`config.mk`:
```
export PLATFORM = sky130hd
export DESIGN_NAME = usb_bulk_tx_segmenter
export DESIGN_NICKNAME = d
export VERILOG_FILES = /design/src/rtl/usb_seg_pkg.sv /design/src/rtl/seg_len_tracker.sv /design/src/rtl/seg_pkt_tracker.sv /design/src/rtl/seg_fsm.sv /design/src/rtl/usb_bulk_tx_segmenter.sv
export SDC_FILE = /design/constraint.sdc
export NUM_CORES = 1
export LEC_CHECK = 0
export BUFFER_PORTS_ARGS = -buffer_cell sky130_fd_sc_hd__clkbuf_2
export CAP_MARGIN = 25
export CORE_MARGIN = 1
export CORE_UTILIZATION = 60
export CTS_CLUSTER_DIAMETER = 30
export CTS_CLUSTER_SIZE = 28
export DETAILED_ROUTE_END_ITERATION = 10
export PLACE_DENSITY = 0.91
export REMOVE_ABC_BUFFERS = 1
export SYNTH_ARGS = -nofsm -noshare
export SYNTH_HDL_FRONTEND = slang
export SYNTH_SLANG_ARGS = --single-unit
```
`constraint.sdc`:
```
create_clock -name clk -period 3.7 [get_ports clk]
set_input_delay 0.37 -clock clk [delete_from_list [all_inputs] [get_ports clk]]
set_output_delay 0.37 -clock clk [all_outputs]
set_load 0.005 [all_outputs]
```
`src/rtl/usb_seg_pkg.sv`:
```
package usb_seg_pkg;
  typedef enum logic [2:0] {
    SEG_IDLE   = 3'd0,
    SEG_WAIT   = 3'd1,
    SEG_FILL   = 3'd2,
    SEG_COMMIT = 3'd3,
    SEG_NULL   = 3'd4,
    SEG_DONE   = 3'd5
  } seg_state_e;
endpackage

```
`src/rtl/seg_len_tracker.sv`:
```
module seg_len_tracker #(
  parameter int LEN_W = 16
) (
  input  logic             clk,
  input  logic             rst_n,
  input  logic             load_i,
  input  logic [LEN_W-1:0] len_i,
  input  logic             beat_i,
  output logic [LEN_W-1:0] rem_o,
  output logic             rem_zero_o
);
  logic [LEN_W-1:0] rem_q;

  always_ff @(posedge clk or negedge rst_n) begin
    if (!rst_n)      rem_q <= '0;
    else if (load_i) rem_q <= len_i;
    else if (beat_i) rem_q <= rem_q - LEN_W'(1);
  end

  assign rem_o      = rem_q;
  assign rem_zero_o = (rem_q == '0);

  // the whole transfer can never be overdrawn
  AST_NO_UNDERFLOW: assert property (@(posedge clk) disable iff (!rst_n)
    beat_i |-> rem_q != '0);
endmodule

```
`src/rtl/seg_pkt_tracker.sv`:
```
module seg_pkt_tracker #(
  parameter int LEN_W = 16,
  parameter int PKT_W = 11
) (
  input  logic             clk,
  input  logic             rst_n,
  input  logic             load_i,
  input  logic [LEN_W-1:0] rem_i,
  input  logic [PKT_W-1:0] max_i,
  input  logic             beat_i,
  output logic             last_beat_o,
  output logic             full_o
);
  localparam int WIDE_W = (LEN_W > PKT_W) ? LEN_W : PKT_W;

  logic [PKT_W-1:0]  left_q;
  logic              full_q;
  logic [WIDE_W-1:0] rem_w, max_w;
  logic [PKT_W-1:0]  size_d;

  assign rem_w  = WIDE_W'(rem_i);
  assign max_w  = WIDE_W'(max_i);
  assign size_d = (rem_w < max_w) ? PKT_W'(rem_w) : max_i;

  always_ff @(posedge clk or negedge rst_n) begin
    if (!rst_n) begin
      left_q <= '0;
      full_q <= 1'b0;
    end else if (load_i) begin
      left_q <= size_d;
      full_q <= (rem_w >= max_w);
    end else if (beat_i) begin
      left_q <= left_q - PKT_W'(1);
    end
  end

  assign last_beat_o = beat_i && (left_q == PKT_W'(1));
  assign full_o      = full_q;

  // no byte is taken beyond the loaded packet size
  AST_PKT_BOUND: assert property (@(posedge clk) disable iff (!rst_n)
    beat_i |-> left_q != '0);
endmodule

```
`src/rtl/seg_fsm.sv`:
```
module seg_fsm
  import usb_seg_pkg::*;
(
  input  logic clk,
  input  logic rst_n,
  input  logic start_i,
  input  logic multi_i,
  input  logic space_i,
  input  logic rem_zero_i,
  input  logic last_beat_i,
  input  logic full_i,
  output logic cfg_load_o,
  output logic pkt_load_o,
  output logic fill_o,
  output logic commit_o,
  output logic done_o
);
  seg_state_e state_q, state_d;

  always_comb begin
    state_d    = state_q;
    cfg_load_o = 1'b0;
    pkt_load_o = 1'b0;
    unique case (state_q)
      SEG_IDLE: if (start_i) begin
        cfg_load_o = 1'b1;
        state_d    = SEG_WAIT;
      end
      SEG_WAIT: if (space_i) begin
        if (rem_zero_i) state_d = SEG_NULL;
        else begin
          pkt_load_o = 1'b1;
          state_d    = SEG_FILL;
        end
      end
      SEG_FILL: if (last_beat_i) state_d = SEG_COMMIT;
      SEG_COMMIT: begin
        if (!multi_i)         state_d = SEG_DONE;
        else if (!rem_zero_i) state_d = SEG_WAIT;
        else if (full_i)      state_d = SEG_WAIT;
        else                  state_d = SEG_DONE;
      end
      SEG_NULL: state_d = SEG_DONE;
      SEG_DONE: state_d = SEG_IDLE;
      default:  state_d = SEG_IDLE;
    endcase
  end

  always_ff @(posedge clk or negedge rst_n) begin
    if (!rst_n) state_q <= SEG_IDLE;
    else        state_q <= state_d;
  end

  assign fill_o   = (state_q == SEG_FILL);
  assign commit_o = (state_q == SEG_COMMIT) || (state_q == SEG_NULL);
  assign done_o   = (state_q == SEG_DONE);

  // a fill phase only opens after space was seen while waiting
  AST_FILL_NEEDS_SPACE: assert property (@(posedge clk) disable iff (!rst_n)
    $rose(fill_o) |-> $past(space_i));
  // start is not taken outside idle
  AST_START_IDLE_ONLY: assert property (@(posedge clk) disable iff (!rst_n)
    (start_i && state_q != SEG_IDLE) |=> state_q != SEG_WAIT || $past(state_q) != SEG_DONE);
endmodule

```
`src/rtl/usb_bulk_tx_segmenter.sv`:
```
module usb_bulk_tx_segmenter #(
  parameter int DATA_W = 8,
  parameter int LEN_W  = 16,
  parameter int PKT_W  = 11
) (
  input  logic              clk,
  input  logic              rst_n,
  input  logic              start_i,
  input  logic              multi_i,
  input  logic [LEN_W-1:0]  total_len_i,
  input  logic [PKT_W-1:0]  max_pkt_i,
  input  logic              fifo_space_i,
  input  logic              src_valid_i,
  input  logic [DATA_W-1:0] src_data_i,
  output logic              src_ready_o,
  output logic              fifo_wr_o,
  output logic [DATA_W-1:0] fifo_data_o,
  output logic              pkt_ready_o,
  output logic              done_irq_o
);
  logic             cfg_load, pkt_load, fill, commit, done;
  logic             beat, rem_zero, last_beat, full;
  logic             multi_q;
  logic [PKT_W-1:0] max_q;
  logic [LEN_W-1:0] rem;

  always_ff @(posedge clk or negedge rst_n) begin
    if (!rst_n) begin
      multi_q <= 1'b0;
      max_q   <= '0;
    end else if (cfg_load) begin
      multi_q <= multi_i;
      max_q   <= max_pkt_i;
    end
  end

  assign beat = fill && src_valid_i;

  seg_fsm u_fsm (
    .clk         (clk),
    .rst_n       (rst_n),
    .start_i     (start_i),
    .multi_i     (multi_q),
    .space_i     (fifo_space_i),
    .rem_zero_i  (rem_zero),
    .last_beat_i (last_beat),
    .full_i      (full),
    .cfg_load_o  (cfg_load),
    .pkt_load_o  (pkt_load),
    .fill_o      (fill),
    .commit_o    (commit),
    .done_o      (done)
  );

  seg_len_tracker #(.LEN_W(LEN_W)) u_len (
    .clk        (clk),
    .rst_n      (rst_n),
    .load_i     (cfg_load),
    .len_i      (total_len_i),
    .beat_i     (beat),
    .rem_o      (rem),
    .rem_zero_o (rem_zero)
  );

  seg_pkt_tracker #(.LEN_W(LEN_W), .PKT_W(PKT_W)) u_pkt (
    .clk         (clk),
    .rst_n       (rst_n),
    .load_i      (pkt_load),
    .rem_i       (rem),
    .max_i       (max_q),
    .beat_i      (beat),
    .last_beat_o (last_beat),
    .full_o      (full)
  );

  assign src_ready_o = fill;
  assign fifo_wr_o   = beat;
  assign fifo_data_o = src_data_i;
  assign pkt_ready_o = commit;
  assign done_irq_o  = done;

  // packet-ready is a strobe, never two cycles in a row
  AST_PKT_STROBE: assert property (@(posedge clk) disable iff (!rst_n)
    pkt_ready_o |=> !pkt_ready_o);
  // done always comes straight after a packet commit
  AST_DONE_AFTER_PKT: assert property (@(posedge clk) disable iff (!rst_n)
    done_irq_o |-> $past(pkt_ready_o));
  // done is a single-cycle pulse
  AST_DONE_PULSE: assert property (@(posedge clk) disable iff (!rst_n)
    done_irq_o |=> !done_irq_o);
  // no source byte is taken while a packet is being committed
  AST_NO_WR_ON_COMMIT: assert property (@(posedge clk) disable iff (!rst_n)
    pkt_ready_o |-> !fifo_wr_o);
endmodule

```
---- Word-level counts from Yosys, hierarchy flattened ----
Cells that the tools add are included.
storage, ports and cells
  bits in registers ....................... 43
  output and inout port bits .............. 12
  logic and storage cells ................. 45
operators by class
  add/sub/neg operators ................... 2
  $lt $le $gt $ge ......................... 2
  equality and inequality tests ........... 9
  multiplexer cells ....................... 18
  reduce and logical (&&, ||, !) cells .... 8
operators with widths
  cell                                                    number
  2-to-1 mux 11 bit                                       3
  2-to-1 mux 16 bit                                       2
  2-to-1 mux 3 bit                                        7
  >= comparator 16 x 11 -> 1 bit                          1
  zero test 16 bit                                        1
  < comparator 16 x 11 -> 1 bit                           1
  subtractor 16 x 1 -> 16 bit (second input constant)     1
  case mux 3 bit (5 select lines)                         1
  == test 11 x 1 -> 1 bit (second input constant)         1
  subtractor 11 x 1 -> 11 bit (second input constant)     1
  == test 3 x 2 -> 1 bit (second input constant)          2
  == test 3 bit (second input constant)                   2
  2-to-1 mux 1 bit                                        5
  inequality test 2 bit (second input constant)           2
  nonzero test 2 bit                                      2
  == test 3 x 1 -> 1 bit (second input constant)          1
  zero test 3 bit                                         1
  AND reduction 3 bit                                     1
  logical AND 1 bit                                       2
  inequality test 2 x 1 -> 1 bit (second input constant)  1
  logical OR 1 bit                                        1

---- Longest topological paths before layout ----
Gate-level depths: netlist of the first run.
  depth in word-level cells ............... 5
  mapped depth ............................ 9
  mapped depth without buffers ............ 8

---- Modules after synthesis ----
From an unflattened synthesis of the first run, not the netlist that was laid out.
unflattened totals
  cells, all modules ...................... 314
  area, all modules ....................... 3001.6 µm²
by module, submodules not included
  module                 times used  cells each  area an instance (µm²)  seq. area each (µm²)
  seg_pkt_tracker        1           138         1161.1                  300.3
  seg_len_tracker        1           111         1028.5                  400.4
  usb_bulk_tx_segmenter  1           34          550.5                   300.3
  seg_fsm                1           31          261.5                   75.1

---- Worst setup path after synthesis of the first run ----
OpenSTA, ideal clock, no wires.
  path type ............................... register to register
  from .................................... reg u_len.rem_q[13] (netlist: u_len.rem_o[13])
  to ...................................... reg u_pkt.left_q[1]
  library setup time ...................... 138 ps
  arrival ................................. 1799 ps
  data required time ...................... 3562 ps
  slack ................................... 1763 ps
  stages on the path, launching flop included .. 8
  buffers on the path ..................... 1
  cell sequence ........................... dfrtp_1 -> or4_4 -> nor2_2 -> nand2_1 -> a211o_4 -> buf_12 -> mux2i_1 -> a21oi_1
on the way
  cells in the longest elaborated chain, start to end .. 5
RTL lines
  element                                                                                line                   RTL
  start: declaration                                                                     seg_len_tracker.sv:12  logic [LEN_W-1:0] rem_q;
  start signal: assignment                                                               seg_len_tracker.sv:16  else if (load_i) rem_q <= len_i;
  start signal: assignment                                                               seg_len_tracker.sv:17  else if (beat_i) rem_q <= rem_q - LEN_W'(1);
  parallel branches: the longest is 5 deep, another holds < comparator 16 x 11 -> 1 bit  --
  end signal: assignment                                                                 seg_pkt_tracker.sv:30  left_q <= size_d;
  end signal: assignment                                                                 seg_pkt_tracker.sv:33  left_q <= left_q - PKT_W'(1);
  end: declaration                                                                       seg_pkt_tracker.sv:16  logic [PKT_W-1:0] left_q;
Parallel ways; which one is timed is not known.
A chain may end at the register's enable or synchronous reset.

---- Worst setup path after layout of the first run ----
  from .................................... reg u_fsm.state_q[2]
  to ...................................... reg u_pkt.left_q[8]
on the way
  cells in the longest elaborated chain, start to end .. 3
RTL lines
  element                                                           line                                        RTL
  start: declaration                                                seg_fsm.sv:18                               seg_state_e state_q, state_d;
  start signal: assignment                                          seg_fsm.sv:51                               else state_q <= state_d;
  == test 3 x 1 -> 1 bit or == test 3 x 2 -> 1 bit (tied branches)  seg_fsm.sv:24, seg_fsm.sv:54
  2-to-1 mux 1 bit or logical AND 1 bit (tied branches)             seg_fsm.sv:24, usb_bulk_tx_segmenter.sv:37
  2-to-1 mux 11 bit or nonzero test 2 bit (tied branches)           --
Parallel ways exist; a longest one is shown, timed or not.

==> reports/qor.csv, run 1 <==
stage,metric,value,unit
run_status,outcome,"complete, no violations",
floorplanning,Starting Density,0.624,
placement,PortBufs,36,
floorplanning,Die Y,69.3,um
sta,RSZ-0062 raised after global routing,no,
clocking,Num CTS Buffers,5,
routing,remaining antenna violation count,0,
power_and_ir_drop,power per cell area,808,nW/um^2
sta,Setup TNS Final,0,ps
hold_path,worst min path class,in -> reg,
global_route,grt met1 use,0.333,
setup_path,Crit path arrival time,3050,ps
sta,minimum clock period,2810,ps
global_route,Overall Global Routing Usage,0.266,
synth,Yosys top cell area share,0.396,
power_and_ir_drop,Max VDD drop,0.396,mV
synth,cells after synthesis,303,
power_and_ir_drop,leak pwr,1.40,nW
sta,worst-margin pin slew,914,ps
sta,PnR worst setup slack,887,ps
routing,via count,2315,
setup_path,critical path class,reg -> reg,
clocking,buffer count from post-CTS setup fixing,0,
global_route,global-route wire length before repair,10.2,mm
floorplanning,die width,69.3,um
finish,"Net count, final",387,
synth,"area leader, netlist",dfrtp_1,
finish,most frequent cells in the layout,"43 x dfrtp_1, 36 x nand2_1, 36 x clkbuf_2",
global_route,largest net degree at the start of global routing,34,
setup_path,peak per-stage delay on the critical path,690,ps
routing,vias per cell,6.01,
finish,Fillers,333,
synth,"flops & latches, synth",43,
sta,Final Hold Viols,0,
setup_path,Worst Path Max Fanout,14,
synth,register area share after synthesis,0.396,
synth,Avg Inst Size Synth,8.97,um^2
global_route,initial antenna violation count,0,
hold_path,HP Start,total_len_i[4],
setup_path,"CP delay by family, top",simple AND/OR/NAND/NOR gates,
routing,drt pass-1 iters,5,
floorplanning,die area,4800,um^2
global_route,met2 usage,0.437,
clocking,Clock Path Buffers,2,
routing,1st-iter DRT viols,158,
sta,setup violators final,0,
finish,area grow syn2layout,10.0,%
placement,routability cong.,0.862,
global_route,remaining global-route overflow,0,
sta,Clock Skew,4.31,ps
floorplanning,IO Count,53,
sta,Pins Over Slew Limit,0,
clocking,"Clk Latency, worst-skew pair",300,ps
clocking,CTS tree,done,
finish,layout cells sized above 1,0.177,
synth,"top cells by area, synth","dfrtp_1 40%, ha_1 6.4%, nand2_1 5.0%",
global_route,GR peak layer,met2,
setup_path,critical path cell sequence,"nand4bb_1, inv_1, nand3_1, nor4b_1, xor2_1, nor2_1, a21oi_1",
routing,Avg WL per Cell,15.6,um
setup_path,crit path capture type,register,
routing,DRC Markers,0,
setup_path,origin of the critical flop-to-flop path,u_fsm.state_q[2]$_DFFE_PN0P_,
synth,warnings from Yosys,0,
floorplanning,row count,24,
clocking,root buf cell,clkbuf_8,
power_and_ir_drop,Design Power,2.42,mW
clocking,Worst-path clk slew,80,ps
setup_path,Crit-path slowest cell,nand4bb_1,
sta,Max Clk Rate,355,MHz
synth,most used flip-flop cell after synthesis,dfrtp_1,
clocking,clock tree sinks,43,
setup_path,required time of the critical path,3940,ps
sta,Tcrit/Tclk final,0.760,
clocking,CTS HTree Levels,2,
setup_path,Bufs and invs on worst path,1,
sta,Worst slew margin,0.388,
synth,"EDFF count, synth",0,
finish,"most common cell after layout, fill and taps aside",dfrtp_1,
synth,Post-synth ARST share,1.00,
synth,Cell variety after synth,50,
finish,n_diodes,0,
setup_path,Reg2Reg Setup Slack,890,ps
synth,Post-Syn Area,2720,um^2
global_route,vias in the first global route,2206,
setup_path,crit start category,register,
setup_path,Critical Path Source,u_fsm.state_q[2]$_DFFE_PN0P_,
run,max-cap violation count,0,
routing,final wirelength,6.00,mm
floorplanning,CORE AREA,4350,um^2
placement,half-perimeter wire length after placement,4.29,mm
placement,Setup WS pre-CTS,1020,ps
global_route,met3 Usage GRT,0.0770,
per-layer routing:
| metal | vias to the layer above | part of all wire |
|---|---|---|
| met2 | 103 | 0.48 |
| met5 | - | 0 |
| met1 | 1097 | 0.43 |
| met3 | 8 | 0.071 |
| met4 | 0 | 0.016 |
| li1 | 1107 | - |
synth_stat cells, drive strengths merged, types with 2 or more instances:
cell,n
a21o,2
a21oi,22
a221o,3
inv,17
nor2,22
o21a,3
or4,2
clkbuf,10
a211oi,2
nor2b,4
xor2,11
mux2,2
nor4b,2
and3,3
nor4,5
dfrtp,43
mux2i,11
o21ai,31
nand2,36
ha,14
nand4,2
nand2b,6
nand3b,3
buf,10
xnor2,4
nand3,11
o22ai,3
nor3,7
power by group:
| part | total (mW) | leakage [nW] | internal, mW | switching, mW |
|---|---|---|---|---|
| Clock | 0.295 | 0.0422 | 0.133 | 0.163 |
| Sequential | 0.990 | 0.521 | 0.699 | 0.291 |
| Combinational | 1.13 | 0.838 | 0.506 | 0.625 |
| Total | 2.42 | 1.40 | 1.34 | 1.08 |
timing repair:
item                                   in CTS  in global routing
endpoints found under the hold margin      10                  0
gates resized for setup                     0                  0
hold buffers                                1                  0
per-stage QoR:
stage / hold slack [ps] / util / std cells / instance area [um^2]
floorplan: 74.4 / - / 283 / 2590
global placement: 482 / 0.661 / 375 / 2880
detailed placement: 273 / 0.666 / 376 / 2900
CTS: 261 / 0.687 / 385 / 2990
global route: 269 / 0.687 / 385 / 2990
finish: 265 / 0.687 / 385 / 2990
cell families (layout without fill, tap and decap cells):
group | after synthesis | in the layout | synth area share
AND/OR/NAND/NOR | 108 | 108 | 0.212
AO/OA/AOI/OAI | 73 | 73 | 0.162
flip-flops | 43 | 43 | 0.396
buffers and inverters | 37 | 67 | 0.0686
XOR/XNOR | 15 | 15 | 0.0483
adder cells (fa/ha/maj) | 14 | 14 | 0.0645
multiplexers | 13 | 13 | 0.0488
final timing paths:
path | to | cells past startpoint
worst max register to register | u_pkt.left_q[8]$_DFFE_PN0P_ | 7
max in group asynchronous | max_q[8]$_DFFE_PN0P_ | 3
min in group asynchronous | max_q[5]$_DFFE_PN0P_ | 2
worst max-delay path | u_pkt.left_q[8]$_DFFE_PN0P_ | 7
worst min-delay path | u_len.rem_o[4]$_DFFE_PN0P_ | 3
worst min register to register | u_pkt.left_q[10]$_DFFE_PN0P_ | 1
flip-flops by register name, indices dropped and copies added, names as in the netlist:
| name | cells |
|---|---|
| u_len.rem_o | 16 |
| max_q | 11 |
| u_pkt.left_q | 11 |
| u_fsm.state_q | 3 |
| multi_q | 1 |
| u_pkt.full_o | 1 |
worst min-delay path, delay by kind of cell:
kind            cells  cell delay, ps
simple gates        1              30
compound gates      1              50
buf+inv             1              70
final cells by class:
type                    count  area (um^2)  area share
clock buffers               7         76.3      0.0255
well taps                  52         65.1      0.0218
repair buffers             42          240      0.0803
multi-input cells         223         1460       0.490
inverters                  17         63.8      0.0213
clock inverters             1         5.00     0.00167
flip-flops and latches     43         1080       0.360
Note: power is estimated with default switching activity, not from simulation.
==> run 2, diff against run 1 <==
CORE_UTILIZATION = 55   (was 60)
PLACE_DENSITY = 0.85   (was 0.91)
clock period = 2.7 ns   (was 3.7 ns; I/O delays follow)
==> run 2 against run 1 <==
  * Critical path depth rose by 2
  * Worst hold slack worse by 95 ps
  * Power up 42%
  * Combinational power rose by 42%
  * Clock power rose by 75%
  * Design area increased by 3.6%
  * Critical path type unchanged
  * Largest power group unchanged
  * Highest routed layer unchanged
==> reports/qor.csv, run 2 (synthesis gave the netlist of run 1 again) <==
stage,metric,value,unit,change
routing,via count,2295,,-0.86%
floorplanning,Die Y,72.3,um,+4.3%
hold_path,worst min path class,in -> reg,,
floorplanning,row count,25,,+4.2%
hold_path,"Endpoint, Worst Hold",u_len.rem_o[10]$_DFFE_PN0P_,,
placement,PortBufs,36,,unchanged
sta,Max Clk Rate,426,MHz,+20%
setup_path,Bufs and invs on worst path,2,,+1
sta,Tcrit/Tclk final,0.870,,+0.110
placement,half-perimeter wire length after placement,4.41,mm,+2.7%
setup_path,Worst Path Max Fanout,8,,-6
setup_path,"CP delay by family, top",simple AND/OR/NAND/NOR gates,,
global_route,largest net degree at the start of global routing,44,,+29%
run_status,outcome,"complete, no violations",,
sta,setup violators final,0,,unchanged
clocking,CTS tree,done,,
setup_path,required time of the critical path,2920,ps,-1020 ps
sta,Clock Skew,8.52,ps,+4.21 ps
power_and_ir_drop,sequential power share,0.381,,-0.029
clocking,"Clk Latency, worst-skew pair",290,ps,about the same
setup_path,crit start category,register,,
power_and_ir_drop,Design Power,3.43,mW,+42%
finish,"Net count, final",393,,+1.6%
sta,worst-margin pin slew,870,ps,-43.7 ps
routing,drt pass-1 iters,4,,-1
finish,most frequent cells in the layout,"43 x dfrtp_1, 36 x nand2_1, 36 x clkbuf_2",,
floorplanning,IO Count,53,,unchanged
setup_path,critical path cell sequence,"inv_1, ha_1, nand2b_1, nor3_1, and3_1, nor3_1, buf_4, nor2_1, a21oi_1",,
global_route,global-route wire length before repair,10.1,mm,-0.20%
finish,"most common cell after layout, fill and taps aside",dfrtp_1,,
setup_path,crit path capture type,register,,
floorplanning,die width,72.3,um,+4.3%
routing,Avg WL per Cell,14.7,um,-5.9%
setup_path,Reg2Reg Setup Slack,350,ps,-540 ps
power_and_ir_drop,leak pwr,1.45,nW,+3.7%
global_route,initial antenna violation count,0,,unchanged
sta,Final Hold Viols,0,,unchanged
clocking,CTS-repair resized insts,0,,unchanged
sta,Worst slew margin,0.416,,+0.0273
power_and_ir_drop,clock network power share,0.150,,+0.028
finish,layout cells sized above 1,0.198,,+0.0205
global_route,vias in the first global route,2199,,-0.32%
finish,area grow syn2layout,14.0,%,
sta,Setup TNS Final,0,ps,unchanged
clocking,root buf cell,clkbuf_8,,
power_and_ir_drop,combinational fraction of design power,0.468,,about the same
finish,max reg flops,16,,unchanged
power_and_ir_drop,Max VDD drop,0.554,mV,+40%
setup_path,r2r endpoint,u_pkt.left_q[2]$_DFFE_PN0P_,,
sta,minimum clock period,2350,ps,-465 ps
clocking,Num CTS Buffers,5,,unchanged
sta,Pins Over Slew Limit,0,,unchanged
routing,final wirelength,5.96,mm,-0.82%
finish,n_diodes,0,,unchanged
routing,DRC Markers,0,,unchanged
routing,1st-iter DRT viols,172,,+8.9%
hold_path,HP Start,total_len_i[10],,
floorplanning,die area,5230,um^2,+8.8%
placement,routability cong.,0.873,,+1.3%
clocking,clock tree sinks,43,,unchanged
global_route,remaining global-route overflow,0,,unchanged
setup_path,Crit path arrival time,2570,ps,-480 ps
sta,Final Hold Slack,170,ps,-94.7 ps
routing,remaining antenna violation count,0,,unchanged
setup_path,Crit-path slowest cell,nor3_1,,
power_and_ir_drop,NetSw,1.45,mW,+35%
clocking,Worst-path clk slew,80,ps,about the same
power_and_ir_drop,P_int,1.98,mW,+48%
finish,Fillers,381,,+14%
power_and_ir_drop,power per cell area,1110,nW/um^2,+37%
clocking,Clock Path Buffers,2,,unchanged
run,max-cap violation count,0,,unchanged
setup_path,origin of the critical flop-to-flop path,u_len.rem_o[1]$_DFFE_PN0P_,,
hold_path,hold depth,3,,unchanged
floorplanning,Starting Density,0.575,,-0.0488
setup_path,peak per-stage delay on the critical path,670,ps,-20 ps
clocking,CTS HTree Levels,2,,unchanged
global_route,Overall Global Routing Usage,0.249,,-0.0179
setup_path,critical path class,reg -> reg,,
setup_path,worst r2r path cells,9,,+2
floorplanning,CORE AREA,4720,um^2,+8.5%
routing,vias per cell,5.65,,-6.0%
setup_path,Crit path top cell by count,nor3_1,,
power_and_ir_drop,Sw Ratio,0.424,,-0.0225
sta,RSZ-0062 raised after global routing,no,,
[run 2: cell types whose count changed in the layout (fill, tap and decap cells not counted), sizes merged]
| cell | previous run | this run |
|---|---|---|
| clkbuf | 43 | 42 |
| buf | 5 | 11 |
| bufinv | 0 | 1 |
[run 2: power groups by stage]
stage	Sequential (mW)	Combinational [mW]	Clock (mW)
final	1.31	1.61	0.516
after global routing	1.35	1.81	0.556
after CTS	1.30	1.60	0.526
after detailed placement	1.31	1.57	0
after global placement	1.29	1.51	0
after floorplan	1.24	1.15	0
[run 2: what timing repair did]
| action | CTS | global route |
|---|---|---|
| setup buffers | 0 | 0 |
| hold endpoints to repair | 0 | 7 |
| hold buffers | 0 | 1 |
[run 2: metrics by stage]
step / area, um^2 / util / std cells / setup slack [ps]
3_5_place_dp: 2940 / 0.623 / 396 / 398
5_1_grt: 3100 / 0.656 / 406 / 82.8
3_3_place_gp: 2940 / 0.623 / 396 / 463
2_1_floorplan: 2590 / - / 283 / -523
4_1_cts: 3060 / 0.648 / 404 / 361
6_report: 3100 / 0.656 / 406 / 351
[run 2: cell type report]
| cell class | count | area, um^2 | share of cell area |
|---|---|---|---|
| clock buffer | 6 | 82.6 | 0.0267 |
| tap | 67 | 83.8 | 0.0271 |
| multi-input combinational | 223 | 1460 | 0.473 |
| timing repair buffer | 48 | 293 | 0.0945 |
| inverter | 17 | 63.8 | 0.0206 |
| clock inverter | 2 | 35.0 | 0.0113 |
| sequential | 43 | 1080 | 0.347 |
[run 2: tightest hold or removal path, stage by stage]
cell and delay, ps:
clkbuf_2 70, nand2_1 30, o21ai_0 50
[run 2: worst max path at each step]
| stage | end | startpoint | cells after the start | slack [ps] |
|---|---|---|---|---|
| 2_1_floorplan | u_len.rem_o[14]$_DFFE_PN0P_ | u_fsm.state_q[2]$_DFFE_PN0P_ | 4 | -520 |
| 3_3_place_gp | u_len.rem_o[12]$_DFFE_PN0P_ | u_fsm.state_q[1]$_DFFE_PN0P_ | 7 | 460 |
| 3_5_place_dp | u_pkt.left_q[2]$_DFFE_PN0P_ | u_len.rem_o[0]$_DFFE_PN0P_ | 9 | 400 |
| 4_1_cts | u_pkt.left_q[2]$_DFFE_PN0P_ | u_len.rem_o[0]$_DFFE_PN0P_ | 9 | 360 |
| 5_1_grt | u_pkt.left_q[2]$_DFFE_PN0P_ | u_len.rem_o[0]$_DFFE_PN0P_ | 9 | 80 |
| 6_report | u_pkt.left_q[2]$_DFFE_PN0P_ | u_len.rem_o[1]$_DFFE_PN0P_ | 9 | 350 |
[run 2: metal layers]
metal | global-route usage | vias to the layer above | share of wire
met4 | 0.0654 | 0 | 0.012
met1 | 0.352 | 1071 | 0.44
met2 | 0.382 | 92 | 0.47
li1 | - | 1121 | -
met5 | 0 | - | 0
met3 | 0.0639 | 11 | 0.076
==> run 3, diff against run 2 <==
ABC_AREA = 1   (was not set)
CORE_UTILIZATION = 56   (was 55)
CTS_CLUSTER_SIZE = 8   (was 28)
HOLD_SLACK_MARGIN = 0.05   (was not set)
==> run 3 against run 2 <==
  * Global-route usage grew 2.6 points
  * Design area grew 4.5%
  * Synthesized cell count grew 32%
  * Critical path type unchanged
  * Critical endpoint unchanged
  * Largest cell class unchanged
==> reports/qor.csv, run 3 <==
stage,metric,value,unit,change
run_status,outcome,"complete, no violations",,
clocking,CTS-repair resized insts,0,,unchanged
synth,"area leader, netlist",dfrtp_1,,
run,max-cap violation count,0,,unchanged
global_route,Overall Global Routing Usage,0.274,,+0.0258
finish,layout cells sized above 1,0.163,,-0.0345
sta,RSZ-0062 raised after global routing,no,,
setup_path,Worst Path Max Fanout,12,,+4
sta,Final Hold Slack,165,ps,-5.65 ps
clocking,"Clk Latency, worst-skew pair",300,ps,about the same
synth,Post-synth ARST share,1.00,,unchanged
power_and_ir_drop,Design Power,3.79,mW,+10%
hold_path,worst min path class,in -> reg,,
setup_path,critical path class,reg -> reg,,
finish,final non-filler cell total,496,,+22%
synth,most used flip-flop cell after synthesis,dfrtp_1,,
clocking,Num CTS Buffers,5,,unchanged
routing,DRC Markers,0,,unchanged
setup_path,crit path capture type,register,,
placement,PortBufs,36,,unchanged
floorplanning,IO Count,53,,unchanged
sta,worst-margin pin slew,546,ps,-324 ps
setup_path,crit start category,register,,
finish,max reg flops,16,,unchanged
sta,Setup TNS Final,0,ps,unchanged
synth,warnings from Yosys,0,,unchanged
sta,minimum clock period,2300,ps,-52.4 ps
global_route,vias in the first global route,2628,,+20%
synth,Cell variety after synth,40,,-20%
placement,routability cong.,0.982,,+13%
finish,most frequent cells in the layout,"90 x nand2_1, 46 x nor2_1, 43 x dfrtp_1",,
sta,Tcrit/Tclk final,0.850,,-0.0194
finish,"Net count, final",483,,+23%
global_route,remaining global-route overflow,0,,unchanged
placement,half-perimeter wire length after placement,5.07,mm,+15%
synth,"flops & latches, synth",43,,unchanged
hold_path,hold depth,3,,unchanged
global_route,initial antenna violation count,0,,unchanged
global_route,largest net degree at the start of global routing,38,,-14%
sta,Max Clk Rate,435,MHz,+2.3%
synth,"EDFF count, synth",0,,unchanged
clocking,Clock Path Buffers,2,,unchanged
synth,Post-Syn Area,2930,um^2,+7.9%
global_route,global-route wire length before repair,11.6,mm,+15%
floorplanning,row count,25,,unchanged
floorplanning,die width,74.4,um,+2.9%
clocking,CTS tree,done,,
routing,drt pass-1 iters,5,,+1
sta,setup violators final,0,,unchanged
synth,"top cells by area, synth","dfrtp_1 37%, nand2_1 12%, ha_1 6.0%",,
sta,Final Hold Viols,0,,unchanged
floorplanning,Die Y,74.4,um,+2.9%
power_and_ir_drop,leak pwr,1.58,nW,+9.0%
synth,cells after synthesis,400,,+32%
routing,final wirelength,6.82,mm,+15%
routing,remaining antenna violation count,0,,unchanged
synth,most frequent cell after synthesis,nand2_1,,
setup_path,Crit path arrival time,2540,ps,-30 ps
floorplanning,CORE AREA,4880,um^2,+3.3%
placement,dpl cells,487,,+23%
synth,Commonest cells post-synth,"90 x nand2_1, 46 x nor2_1, 43 x dfrtp_1",,
synth,Yosys top cell area share,0.367,,-0.0291
floorplanning,Starting Density,0.601,,+0.0257
finish,Fillers,438,,+15%
routing,via count,2779,,+21%
setup_path,worst r2r path cells,10,,+1
synth,Avg Inst Size Synth,7.33,um^2,-18%
floorplanning,die area,5530,um^2,+5.8%
routing,1st-iter DRT viols,135,,-22%
clocking,Worst-path clk slew,80,ps,about the same
routing,vias per cell,5.60,,-0.88%
finish,"most common cell after layout, fill and taps aside",nand2_1,,
sta,Worst slew margin,0.636,,+0.220
setup_path,required time of the critical path,2940,ps,+20 ps
finish,n_diodes,0,,unchanged
power_and_ir_drop,power per cell area,1170,nW/um^2,+5.6%
routing,Avg WL per Cell,13.8,um,-6.2%
clocking,CTS HTree Levels,2,,unchanged
power_and_ir_drop,Max VDD drop,0.566,mV,+2.2%
sta,Pins Over Slew Limit,0,,unchanged
synth,register area share after synthesis,0.367,,-0.0291
clocking,clock tree sinks,43,,unchanged
finish,area grow syn2layout,10.4,%,
sta,Clock Skew,6.24,ps,-2.29 ps
clocking,root buf cell,clkbuf_8,,
[run 3: cell types whose count changed after synthesis, moves of 7 or more]
cell / previous run / this run
o21ai_0: 20 / 34
nand2_1: 36 / 90
nand3_1: 11 / 28
inv_1: 17 / 38
o211ai_1: 1 / 12
o21ai_1: 11 / 4
mux2i_1: 11 / 0
nor2_1: 21 / 46
clkbuf_1: 10 / 3
a21oi_1: 22 / 10
[run 3: area by class of cell]
cell class / count / area, um^2 / area share
clock buffers: 6 / 82.6 / 0.0255
clock inverters: 2 / 35.0 / 0.0108
inverters: 42 / 158 / 0.0487
multi-input cells: 297 / 1590 / 0.490
flip-flops and latches: 43 / 1080 / 0.332
well taps: 67 / 83.8 / 0.0259
repair buffers: 39 / 218 / 0.0672
[run 3: worst paths after layout]
kind                                                  from                          end  slack [ps]
worst max register to register  u_len.rem_o[0]$_DFFE_PN0P_  u_pkt.left_q[2]$_DFFE_PN0P_         400
worst max-delay path            u_len.rem_o[0]$_DFFE_PN0P_  u_pkt.left_q[2]$_DFFE_PN0P_         400
max in group asynchronous                            rst_n   u_len.rem_o[5]$_DFFE_PN0P_        1800
min in group asynchronous                            rst_n        max_q[10]$_DFFE_PN0P_         420
worst min-delay path                               multi_i          multi_q$_DFFE_PN0P_         160
worst min register to register         multi_q$_DFFE_PN0P_          multi_q$_DFFE_PN0P_         500
[run 3: kinds of logic (layout without fill, tap and decap cells)]
| group | after synthesis | in the layout | synth area share |
|---|---|---|---|
| simple gates | 207 | 207 | 0.324 |
| fa+ha+maj | 14 | 14 | 0.0597 |
| compound gates | 70 | 70 | 0.139 |
| buf+inv | 60 | 89 | 0.0926 |
| xor+xnor | 6 | 6 | 0.0179 |
| flops | 43 | 43 | 0.367 |
[run 3: routing by layer]
layer,up-vias,wire length [um],part of all wire,global-route usage
met4,0,106,0.016,0.0860
met1,1274,2990,0.44,0.355
li1,1378,-,-,-
met5,-,0,0,0
met3,15,511,0.075,0.0705
met2,112,3220,0.47,0.451
[run 3: critical path, cell delays in order (launching register included)]
cell and delay [ps]:
dfrtp_1 420, inv_1 150, ha_1 260, nand3b_4 100
nor2_2 170, nand4_1 200, nand3_1 360, nand2_1 280
inv_1 150, nand2_1 80, nand2_2 60
[run 3: what timing repair did]
item | CTS | global route
hold buffers | 1 | 0
setup buffers | 0 | 0
setup endpoints to repair | 0 | 0
endpoints found under the hold margin | 13 | 0
[run 3: per-stage QoR]
step | setup WS [ps] | utilization | instance area, um^2
CTS | 426 | 0.664 | 3240
global placement | 584 | 0.633 | 3090
finish | 404 | 0.664 | 3240
floorplan | 787 | - | 2820
global route | 195 | 0.664 | 3240
detailed placement | 465 | 0.637 | 3110
[run 3: power breakdown]
part	leakage [nW]	switching, mW	internal, mW
combinational	0.999	1.23	0.727
sequential	0.524	0.341	0.963
clock	0.0612	0.228	0.300
total	1.58	1.80	1.99
